==> config.mk <==
export PLATFORM = sky130hd
export DESIGN_NAME = otp_access_ctrl
export DESIGN_NICKNAME = d
export VERILOG_FILES = /design/src/rtl/otp_pkg.sv /design/src/rtl/otp_mode_ctl.sv /design/src/rtl/otp_lock_ctl.sv /design/src/rtl/otp_router.sv /design/src/rtl/otp_access_ctrl.sv
export SDC_FILE = /design/constraint.sdc
export NUM_CORES = 1
export LEC_CHECK = 0
export BUFFER_PORTS_ARGS = -buffer_cell sky130_fd_sc_hd__buf_4
export CAP_MARGIN = 15
export CORE_ASPECT_RATIO = 0.75
export CORE_MARGIN = 5
export CORE_UTILIZATION = 43
export CTS_BUF_LIST = sky130_fd_sc_hd__clkbuf_8
export CTS_CLUSTER_SIZE = 12
export DETAILED_ROUTE_END_ITERATION = 12
export HOLD_SLACK_MARGIN = 0.15
export PLACE_DENSITY = 0.83
export SYNTH_ARGS = -nofsm -noshare
export SYNTH_HDL_FRONTEND = slang
export SYNTH_SLANG_ARGS = --single-unit
==> constraint.sdc <==
create_clock -name clk -period 1.7 [get_ports clk]
set_input_delay 0.34 -clock clk [delete_from_list [all_inputs] [get_ports clk]]
set_output_delay 0.34 -clock clk [all_outputs]
set_load 0.02 [all_outputs]
==> src/rtl/otp_pkg.sv <==
package otp_pkg;
  localparam logic [7:0] OP_READ   = 8'h03;
  localparam logic [7:0] OP_PROG   = 8'h02;
  localparam logic [7:0] OP_WREN   = 8'h06;
  localparam logic [7:0] OP_WRDI   = 8'h04;
  localparam logic [7:0] OP_ENTER  = 8'hB1;
  localparam logic [7:0] OP_EXIT   = 8'hC1;
  localparam logic [7:0] OP_WRSEC  = 8'h2F;
  localparam int         SEC_FACT  = 0;
  localparam int         SEC_LOCK  = 1;
  localparam int         SEC_FAIL  = 5;
endpackage

==> src/rtl/otp_mode_ctl.sv <==
module otp_mode_ctl (
  input  logic clk,
  input  logic rst_n,
  input  logic enter_i,
  input  logic exit_i,
  input  logic wren_i,
  input  logic wrdi_i,
  input  logic consume_i,
  output logic mode_o,
  output logic wel_o
);
  logic mode_q, mode_d, wel_q, wel_d;

  always_comb begin
    mode_d = mode_q;
    if (enter_i)     mode_d = 1'b1;
    else if (exit_i) mode_d = 1'b0;
    wel_d = wel_q;
    if (wren_i)                      wel_d = 1'b1;
    else if (wrdi_i || consume_i)    wel_d = 1'b0;
  end

  always_ff @(posedge clk or negedge rst_n) begin
    if (!rst_n) begin
      mode_q <= 1'b0;
      wel_q  <= 1'b0;
    end else begin
      mode_q <= mode_d;
      wel_q  <= wel_d;
    end
  end

  assign mode_o = mode_q;
  assign wel_o  = wel_q;
endmodule

==> src/rtl/otp_lock_ctl.sv <==
module otp_lock_ctl (
  input  logic clk,
  input  logic rst_n,
  input  logic lock_req_i,
  input  logic pgm_ok_i,
  input  logic pgm_blk_i,
  input  logic lock_nv_i,
  output logic lockdown_o,
  output logic fail_o,
  output logic lock_pgm_o
);
  logic lock_q, lock_d, fail_q, fail_d, pgm_q;

  always_comb begin
    lock_d = lock_q | lock_req_i;
    fail_d = fail_q;
    if (pgm_blk_i)     fail_d = 1'b1;
    else if (pgm_ok_i) fail_d = 1'b0;
  end

  always_ff @(posedge clk or negedge rst_n) begin
    if (!rst_n) begin
      lock_q <= 1'b0;
      fail_q <= 1'b0;
      pgm_q  <= 1'b0;
    end else begin
      lock_q <= lock_d;
      fail_q <= fail_d;
      pgm_q  <= lock_req_i;
    end
  end

  assign lockdown_o = lock_q | lock_nv_i;
  assign fail_o     = fail_q;
  assign lock_pgm_o = pgm_q;
endmodule

==> src/rtl/otp_router.sv <==
module otp_router #(
  parameter int ADDR_W = 24,
  parameter int OTP_AW = 9
) (
  input  logic              clk,
  input  logic              rst_n,
  input  logic              cmd_valid_i,
  input  logic              rd_req_i,
  input  logic              mode_i,
  input  logic              main_wr_ok_i,
  input  logic              otp_wr_ok_i,
  input  logic [ADDR_W-1:0] addr_i,
  input  logic [7:0]        data_i,
  output logic              main_rd_o,
  output logic              main_wr_o,
  output logic              otp_rd_o,
  output logic              otp_wr_o,
  output logic [ADDR_W-1:0] main_addr_o,
  output logic [OTP_AW-1:0] otp_addr_o,
  output logic [7:0]        data_o
);
  logic main_rd_d, main_wr_d, otp_rd_d, otp_wr_d;
  logic main_rd_q, main_wr_q, otp_rd_q, otp_wr_q;
  logic [ADDR_W-1:0] addr_q;
  logic [7:0]        data_q;

  always_comb begin
    main_rd_d = rd_req_i & ~mode_i;
    otp_rd_d  = rd_req_i &  mode_i;
    main_wr_d = main_wr_ok_i;
    otp_wr_d  = otp_wr_ok_i;
  end

  always_ff @(posedge clk or negedge rst_n) begin
    if (!rst_n) begin
      main_rd_q <= 1'b0;
      main_wr_q <= 1'b0;
      otp_rd_q  <= 1'b0;
      otp_wr_q  <= 1'b0;
    end else begin
      main_rd_q <= main_rd_d;
      main_wr_q <= main_wr_d;
      otp_rd_q  <= otp_rd_d;
      otp_wr_q  <= otp_wr_d;
    end
  end

  always_ff @(posedge clk or negedge rst_n) begin
    if (!rst_n) begin
      addr_q <= '0;
      data_q <= '0;
    end else if (cmd_valid_i) begin
      addr_q <= addr_i;
      data_q <= data_i;
    end
  end

  assign main_rd_o   = main_rd_q;
  assign main_wr_o   = main_wr_q;
  assign otp_rd_o    = otp_rd_q;
  assign otp_wr_o    = otp_wr_q;
  assign main_addr_o = addr_q;
  assign otp_addr_o  = addr_q[OTP_AW-1:0];
  assign data_o      = data_q;
endmodule

==> src/rtl/otp_access_ctrl.sv <==
module otp_access_ctrl #(
  parameter int ADDR_W    = 24,
  parameter int OTP_BYTES = 512,
  localparam int OTP_AW   = $clog2(OTP_BYTES)
) (
  input  logic              clk,
  input  logic              rst_n,
  input  logic              cmd_valid,
  input  logic [7:0]        cmd_op,
  input  logic [ADDR_W-1:0] cmd_addr,
  input  logic [7:0]        cmd_wdata,
  input  logic              factory_lock,
  input  logic              lock_nv,
  input  logic [7:0]        main_rdata,
  input  logic [7:0]        otp_rdata,
  output logic              main_rd_en,
  output logic              main_wr_en,
  output logic [ADDR_W-1:0] main_addr,
  output logic              otp_rd_en,
  output logic              otp_wr_en,
  output logic [OTP_AW-1:0] otp_addr,
  output logic [7:0]        wdata,
  output logic              lock_pgm,
  output logic [7:0]        rd_data,
  output logic              otp_mode,
  output logic [7:0]        sec_reg
);
  import otp_pkg::*;

  logic mode, wel, lockdown, fail, locked;
  logic is_rd, is_pg, is_wren, is_wrdi, is_ent, is_ext, is_wsec;
  logic pgm_req, pgm_main_ok, pgm_otp_ok, pgm_blk, lock_req, consume;

  always_comb begin
    is_rd   = cmd_valid && (cmd_op == OP_READ);
    is_pg   = cmd_valid && (cmd_op == OP_PROG);
    is_wren = cmd_valid && (cmd_op == OP_WREN);
    is_wrdi = cmd_valid && (cmd_op == OP_WRDI);
    is_ent  = cmd_valid && (cmd_op == OP_ENTER);
    is_ext  = cmd_valid && (cmd_op == OP_EXIT);
    is_wsec = cmd_valid && (cmd_op == OP_WRSEC);
    locked      = lockdown | factory_lock;
    pgm_req     = is_pg & wel;
    pgm_main_ok = pgm_req & ~mode;
    pgm_otp_ok  = pgm_req &  mode & ~locked;
    pgm_blk     = pgm_req &  mode &  locked;
    lock_req    = is_wsec & wel & cmd_wdata[SEC_LOCK];
    consume     = is_pg | is_wsec;
  end

  otp_mode_ctl u_mode (
    .clk(clk), .rst_n(rst_n), .enter_i(is_ent), .exit_i(is_ext),
    .wren_i(is_wren), .wrdi_i(is_wrdi), .consume_i(consume),
    .mode_o(mode), .wel_o(wel)
  );

  otp_lock_ctl u_lock (
    .clk(clk), .rst_n(rst_n), .lock_req_i(lock_req),
    .pgm_ok_i(pgm_main_ok | pgm_otp_ok), .pgm_blk_i(pgm_blk),
    .lock_nv_i(lock_nv), .lockdown_o(lockdown), .fail_o(fail),
    .lock_pgm_o(lock_pgm)
  );

  otp_router #(.ADDR_W(ADDR_W), .OTP_AW(OTP_AW)) u_route (
    .clk(clk), .rst_n(rst_n), .cmd_valid_i(cmd_valid), .rd_req_i(is_rd),
    .mode_i(mode), .main_wr_ok_i(pgm_main_ok), .otp_wr_ok_i(pgm_otp_ok),
    .addr_i(cmd_addr), .data_i(cmd_wdata),
    .main_rd_o(main_rd_en), .main_wr_o(main_wr_en), .otp_rd_o(otp_rd_en),
    .otp_wr_o(otp_wr_en), .main_addr_o(main_addr), .otp_addr_o(otp_addr),
    .data_o(wdata)
  );

  always_comb begin
    rd_data = otp_rd_en ? otp_rdata : main_rdata;
    sec_reg = 8'h00;
    sec_reg[SEC_FACT] = factory_lock;
    sec_reg[SEC_LOCK] = lockdown;
    sec_reg[SEC_FAIL] = fail;
  end

  assign otp_mode = mode;
endmodule

==> summary.txt, run 1 <==
Status
  • Status: completed

Logic synthesis
  • Register bit total from synthesis: 41
  • Post-Syn Instances: 141
  • Synth Area per Inst: 13.4 µm²
  • Yosys warning total: 0
  • Netlist cell types: 29
  • FFs w/ async S/R, synth: 1.00
  • Synth Flop Type: dfrtp_1
  • Register area share after synthesis: 0.543
  • Mapped cell area: 1890 µm²
  • Number of flops mapped to enable cells by yosys: 0

Worst setup path
  • Critical-path maximum fanout: 9
  • CP Launch Type: flip-flop
  • Crit. End Element: primary output
  • Worst Path Arrival: 1.29 ns
  • WP data required: 1.36 ns
  • R2r endpoint: u_lock.fail_o
  • R2R cell count: 3
  • Setup CP Type: flip-flop to primary output
  • Slowest library cell on the worst path: dfrtp_2
  • R2r setup slk: 0.40 ns
  • RR Startpoint: u_lock.lock_q
  • Crit path cell chain: mux2_2, buf_4
  • Crit path largest cell delay: 0.47 ns

Job
  • # Max-Cap Violations: 0

Placed design
  • HPWL Detailed: 4040 µm
  • Dpl cell area: 2720 µm²
  • I/O Buffers: 118
  • Placed Cells: 298
  • RD Place Congestion: 0.762

Global routing
  • GR Util met2: 0.316
  • First-pass GRT wire length: 7810 µm
  • Grt met1 use: 0.198
  • Busiest grt layer: met2
  • All-Layer GR Usage: 0.175
  • Pin count of the biggest net entering global routing: 42
  • Met3 Use GR: 0.0659
  • Vias in the first global route: 1585
  • Antenna violations before repair: 0
  • Congestion Overflow GR: 0

STA
  • Period utilization: 0.959
  • Slew Viols, Final: 0
  • Fmax: 614 MHz
  • RSZ-0062 raised after global routing: no
  • Setup violations, final: 0
  • Relative slew slack: 0.663
  • Worst-Margin Slew: 0.506 ns
  • Final Hold Fails: 0
  • Clock Skews: 0.00880 ns
  • Fin Setup TNS: 0 ns
  • Minimum clock period: 1.63 ns

Clock tree
  • CTS tree: yes
  • Reg clk slew, reported paths: 0.08 ns
  • Clk_lat worst skew: 0.29 ns
  • Max Root-Sink Buffers: 2
  • Post-CTS Setup Bufs: 0
  • H-tree Lvls: 2
  • CTS root buffer: clkbuf_8
  • CTS sink count: 41
  • Num CTS Buffers: 5

Detailed routing
  • Total Wirelength: 4970 µm
  • WL per Instance: 16.2 µm
  • Via count: 1498
  • Avg Vias per Cell: 4.88
  • Initial DRC Count: 46
  • Final ANT Viol Nets: 0
  • Remaining DRCs: 0
  • 1st-pass router iterations: 4

Pwr
  • P_leak: 1.38 nW
  • Switching Share: 0.263
  • Internal power: 0.00184 W
  • Gate power share: 0.246
  • Peak supply drop: 0.539 mV
  • Sequential fraction of design power: 0.441
  • P per Cell Area: 879 nW/µm²
  • Net switching power: 0.000659 W
  • Clk pwr share: 0.313

Final layout
  • # diodes: 0
  • Filler cells: 331
  • Layout net count: 312
  • Final Instance Area: 2850 µm²
  • Share of cells above drive strength 1: 0.690
  • Non-filler cells, final: 307
  • Area growth, synth to finish: 50.7%

Floorplan
  • Top Ports: 124
  • Row cnt: 20
  • Die area: 5840 µm²
  • Starting density of the core: 0.455
  • Die Wd: 86.6 µm
  • Core area: 4150 µm²
  • Die height: 67.4 µm

Worst hold path
  • Worst hold start: cmd_addr[0]
  • HP Class: primary input to flip-flop
  • Hold path endpoint: u_route.main_addr_o[0]
  • Worst hold path depth: 2
-- cells by family (layout without fill, tap and decap cells) --
group,Yosys count,after routing,synth area share
compound gates,5,5,0.0199
flops,41,41,0.543
simple gates,30,30,0.108
mux,41,41,0.244
other cells,1,5,0.00198
buf+inv,23,130,0.0834
-- critical path: cells and delay by family, from the launching register on --
kind                   cells  cell delay, ns
DFF                        1            0.47
muxes                      1            0.37
buffers and inverters      1            0.16
-- per-layer routing --
layer | wire (µm) | part of all wire
met4 | 40 | 0.0080
met1 | 1910 | 0.38
met5 | 0 | 0
met2 | 2500 | 0.50
met3 | 529 | 0.11
-- placed cells by master, fill, tap and decap left out, drive strengths merged, types with 2 or more instances in the layout --
master  instances
or2             2
nor3            3
dfrtp          41
o21ai           2
or3             2
buf           120
nor4b           2
nor2            4
mux2           41
nand2           2
conb            5
inv             2
nand3           3
nand4           2
clkbuf          6
nor3b           2
-- registers in the layout, summed over array words and instances, names as in the netlist --
name,count
u_route.main_addr_o,24
u_route.data_o,8
u_lock.fail_o,1
u_lock.lock_pgm_o,1
u_lock.lock_q,1
u_mode.mode_o,1
u_mode.wel_o,1
u_route.main_rd_o,1
u_route.main_wr_o,1
u_route.otp_rd_o,1
u_route.otp_wr_o,1
-- final cells by class --
| class | instances | area, µm² | area share |
|---|---|---|---|
| inverters | 1 | 3.75 | 0.00132 |
| multi-input cells | 81 | 722 | 0.253 |
| clock buffers | 6 | 82.6 | 0.0290 |
| clock inverters | 2 | 33.8 | 0.0119 |
| flip-flops and latches | 41 | 1030 | 0.361 |
| well taps | 55 | 68.8 | 0.0242 |
| repair buffers | 121 | 911 | 0.320 |
-- per-stage QoR --
stage | total power [W] | setup WS, ns | util | hold slack [ns]
6_report | 0.00250 | 0.0705 | 0.686 | 0.276
5_1_grt | 0.00263 | 0.0224 | 0.686 | 0.258
4_1_cts | 0.00255 | 0.0520 | 0.686 | 0.260
3_5_place_dp | 0.00174 | 0.198 | 0.655 | 0.351
3_3_place_gp | 0.00173 | 0.247 | 0.655 | 0.347
2_1_floorplan | 0.00144 | 0.198 | - | 0.0444
-- power groups by stage --
| stage | Sequential (W) | Clock (W) | Combinational (W) |
|---|---|---|---|
| floorplan | 0.00121 | 0 | 0.000226 |
| global placement | 0.00112 | 0 | 0.000610 |
| detailed placement | 0.00112 | 0 | 0.000620 |
| CTS | 0.00110 | 0.000825 | 0.000623 |
| global route | 0.00112 | 0.000859 | 0.000655 |
| finish | 0.00110 | 0.000785 | 0.000615 |
-- cell usage after synthesis, drive strengths merged (2+ instances only) --
cell type / count / area [µm²]
nand3: 3 / 15.0
nor3b: 2 / 15.0
nand2: 2 / 7.51
buf: 21 / 150
nor2: 4 / 15.0
mux2: 41 / 462
nor3: 3 / 15.0
or3: 2 / 12.5
nor4b: 2 / 32.5
or2: 2 / 12.5
o21ai: 2 / 10.0
nand4: 2 / 12.5
dfrtp: 41 / 1030
-- repair_timing --
action | 4_1_cts | 5_1_grt
hold endpoints to repair | 41 | 0
hold buffers | 1 | 0
endpoints found under the setup margin | 8 | 0
resized for setup | 1 | 0
-- worst max path at each step --
stage / start / endpoint / cells past startpoint
floorplan: u_route.otp_rd_o / rd_data[0] / 2
global placement: cmd_op[4] / u_lock.fail_o / 4
detailed placement: cmd_op[4] / u_lock.fail_o / 4
CTS: u_route.otp_rd_o / rd_data[2] / 2
global route: u_route.otp_rd_o / rd_data[7] / 2
finish: u_route.otp_rd_o / rd_data[6] / 2
No activity file was read; power rests on OpenSTA's default activity.
==> run 2: changes to the inputs <==
--- a/config.mk
+++ b/config.mk
@@ -15,6 +15,9 @@
 export DETAILED_ROUTE_END_ITERATION = 12
 export HOLD_SLACK_MARGIN = 0.15
 export PLACE_DENSITY = 0.83
+export REMOVE_ABC_BUFFERS = 1
+export SETUP_SLACK_MARGIN = 0.15
+export SKIP_CTS_REPAIR_TIMING = 1
 export SYNTH_ARGS = -nofsm -noshare
 export SYNTH_HDL_FRONTEND = slang
 export SYNTH_SLANG_ARGS = --single-unit
==> summary.txt, run 2 (same netlist as run 1, synthesis figures left out) <==
STA
  • Worst-Margin Slew: 0.502 ns
  • Clock Skews: 0.00347 ns
  • Fin Setup TNS: 0 ns
  • RSZ-0062 raised after global routing: yes
  • Setup violations, final: 0
  • Setup ws final: 0.0737 ns
  • Minimum clock period: 1.63 ns
  • Fmax: 615 MHz
  • Slew Viols, Final: 0
  • Period utilization: 0.957
  • Relative slew slack: 0.665
  • Final Hold Fails: 0

Clock tree
  • Max Root-Sink Buffers: 2
  • CTS sink count: 41
  • Clk_lat worst skew: 0.29 ns
  • H-tree Lvls: 2
  • Reg clk slew, reported paths: 0.08 ns
  • CTS root buffer: clkbuf_8
  • Num CTS Buffers: 5
  • CTS tree: yes

Worst setup path
  • CP Launch Type: flip-flop
  • Worst setup endpoint: rd_data[7]
  • Setup CP Type: flip-flop to primary output
  • R2r endpoint: u_lock.fail_o
  • R2r setup slk: 0.37 ns
  • R2R cell count: 3
  • RR Startpoint: u_lock.lock_q
  • Crit. End Element: primary output
  • Worst Path Arrival: 1.29 ns
  • WP data required: 1.36 ns
  • Critical-path maximum fanout: 5
  • Crit path launch: u_route.otp_rd_o

Detailed routing
  • Avg Vias per Cell: 5.02
  • 1st-pass router iterations: 4
  • Remaining DRCs: 0
  • Via count: 1550
  • Initial DRC Count: 53
  • WL per Instance: 18.5 µm
  • Total Wirelength: 5720 µm
  • Final ANT Viol Nets: 0

Pwr
  • Internal power: 0.00197 W
  • Sequential fraction of design power: 0.414
  • Clk pwr share: 0.349
  • P per Cell Area: 911 nW/µm²
  • Peak supply drop: 0.510 mV
  • Switching Share: 0.263
  • Gate power share: 0.237
  • P_leak: 1.41 nW
  • Net switching power: 0.000704 W

Placed design
  • I/O Buffers: 118
  • Post-Place Setup Slack: 0.205 ns
  • HPWL Detailed: 4430 µm
  • RD Place Congestion: 0.839

Final layout
  • Filler cells: 299
  • Layout net count: 314
  • Largest register FFs: 24
  • # diodes: 0
  • Area growth, synth to finish: 55.3%
  • Share of cells above drive strength 1: 0.697
  • Commonest non-fill, non-tap cells in the layout: buf_4 (111), mux2_2 (41), dfrtp_1 (40)
  • Fin util: 0.707
  • Leading cell type in the layout, fill and taps excluded: buf_4

Floorplan
  • Die height: 67.4 µm
  • Top Ports: 124
  • Starting density of the core: 0.455
  • Die area: 5840 µm²
  • Die Wd: 86.6 µm
  • Row cnt: 20
  • Core area: 4150 µm²

Worst hold path
  • Worst hold path depth: 2
  • HP Class: primary input to flip-flop

Status
  • Status: completed

Global routing
  • All-Layer GR Usage: 0.197
  • First-pass GRT wire length: 8540 µm
  • Antenna violations before repair: 0
  • Vias in the first global route: 1602
  • Congestion Overflow GR: 0
  • Pin count of the biggest net entering global routing: 42

Job
  • # Max-Cap Violations: 0
-- run 2: cell count changes in the layout (fill, tap and decap cells not counted), sizes merged --
cell    delta
buf        +2
bufinv     +1
clkbuf     -1
-- run 2: stage by stage --
| stage | power, W | hold slack (ns) | area, µm² | instances |
|---|---|---|---|---|
| after floorplan | 0.00138 | 0.0444 | 1750 | 123 |
| after global placement | 0.00174 | 0.349 | 2730 | 297 |
| after detailed placement | 0.00175 | 0.343 | 2730 | 297 |
| after CTS | 0.00269 | 0.0190 | 2860 | 305 |
| after global routing | 0.00279 | 0.258 | 2940 | 309 |
| final | 0.00267 | 0.273 | 2940 | 309 |
-- run 2: cell type report --
| class | instances | area (µm²) | share of cell area |
|---|---|---|---|
| Multi-Input combinational cell | 81 | 722 | 0.246 |
| Sequential cell | 41 | 1030 | 0.350 |
| Clock buffer | 5 | 68.8 | 0.0234 |
| Tap cell | 55 | 68.8 | 0.0234 |
| Inverter | 1 | 3.75 | 0.00128 |
| Clock inverter | 3 | 68.8 | 0.0234 |
| Timing Repair Buffer | 123 | 976 | 0.332 |
-- run 2: power groups by stage --
stage	clock network [W]	registers, W	logic [W]
2_1_floorplan	0	0.00124	0.000137
3_3_place_gp	0	0.00112	0.000618
3_5_place_dp	0	0.00112	0.000629
4_1_cts	0.000953	0.00111	0.000630
5_1_grt	0.000998	0.00112	0.000673
6_report	0.000933	0.00111	0.000635
-- run 2: layer usage --
layer | GRT usage | vias to the layer above | share of wire
li1 | - | 703 | -
met2 | 0.346 | 74 | 0.51
met4 | 0.0720 | 0 | 0.014
met3 | 0.0463 | 10 | 0.086
met1 | 0.237 | 763 | 0.39
met5 | 0 | - | 0
-- run 2: critical path, stage by stage (launching register included) --
cell	delay, ns
dfrtp_2	0.39
buf_6	0.12
mux2_2	0.35
buf_6	0.14
-- run 2: worst min path at each step --
| stage | start | endpoint |
|---|---|---|
| 2_1_floorplan | rst_n | u_lock.fail_o |
| 3_3_place_gp | rst_n | u_route.main_addr_o[0] |
| 3_5_place_dp | rst_n | u_route.main_addr_o[7] |
| 4_1_cts | rst_n | u_route.main_addr_o[1] |
| 5_1_grt | cmd_addr[20] | u_route.main_addr_o[20] |
| 6_report | cmd_addr[10] | u_route.main_addr_o[10] |
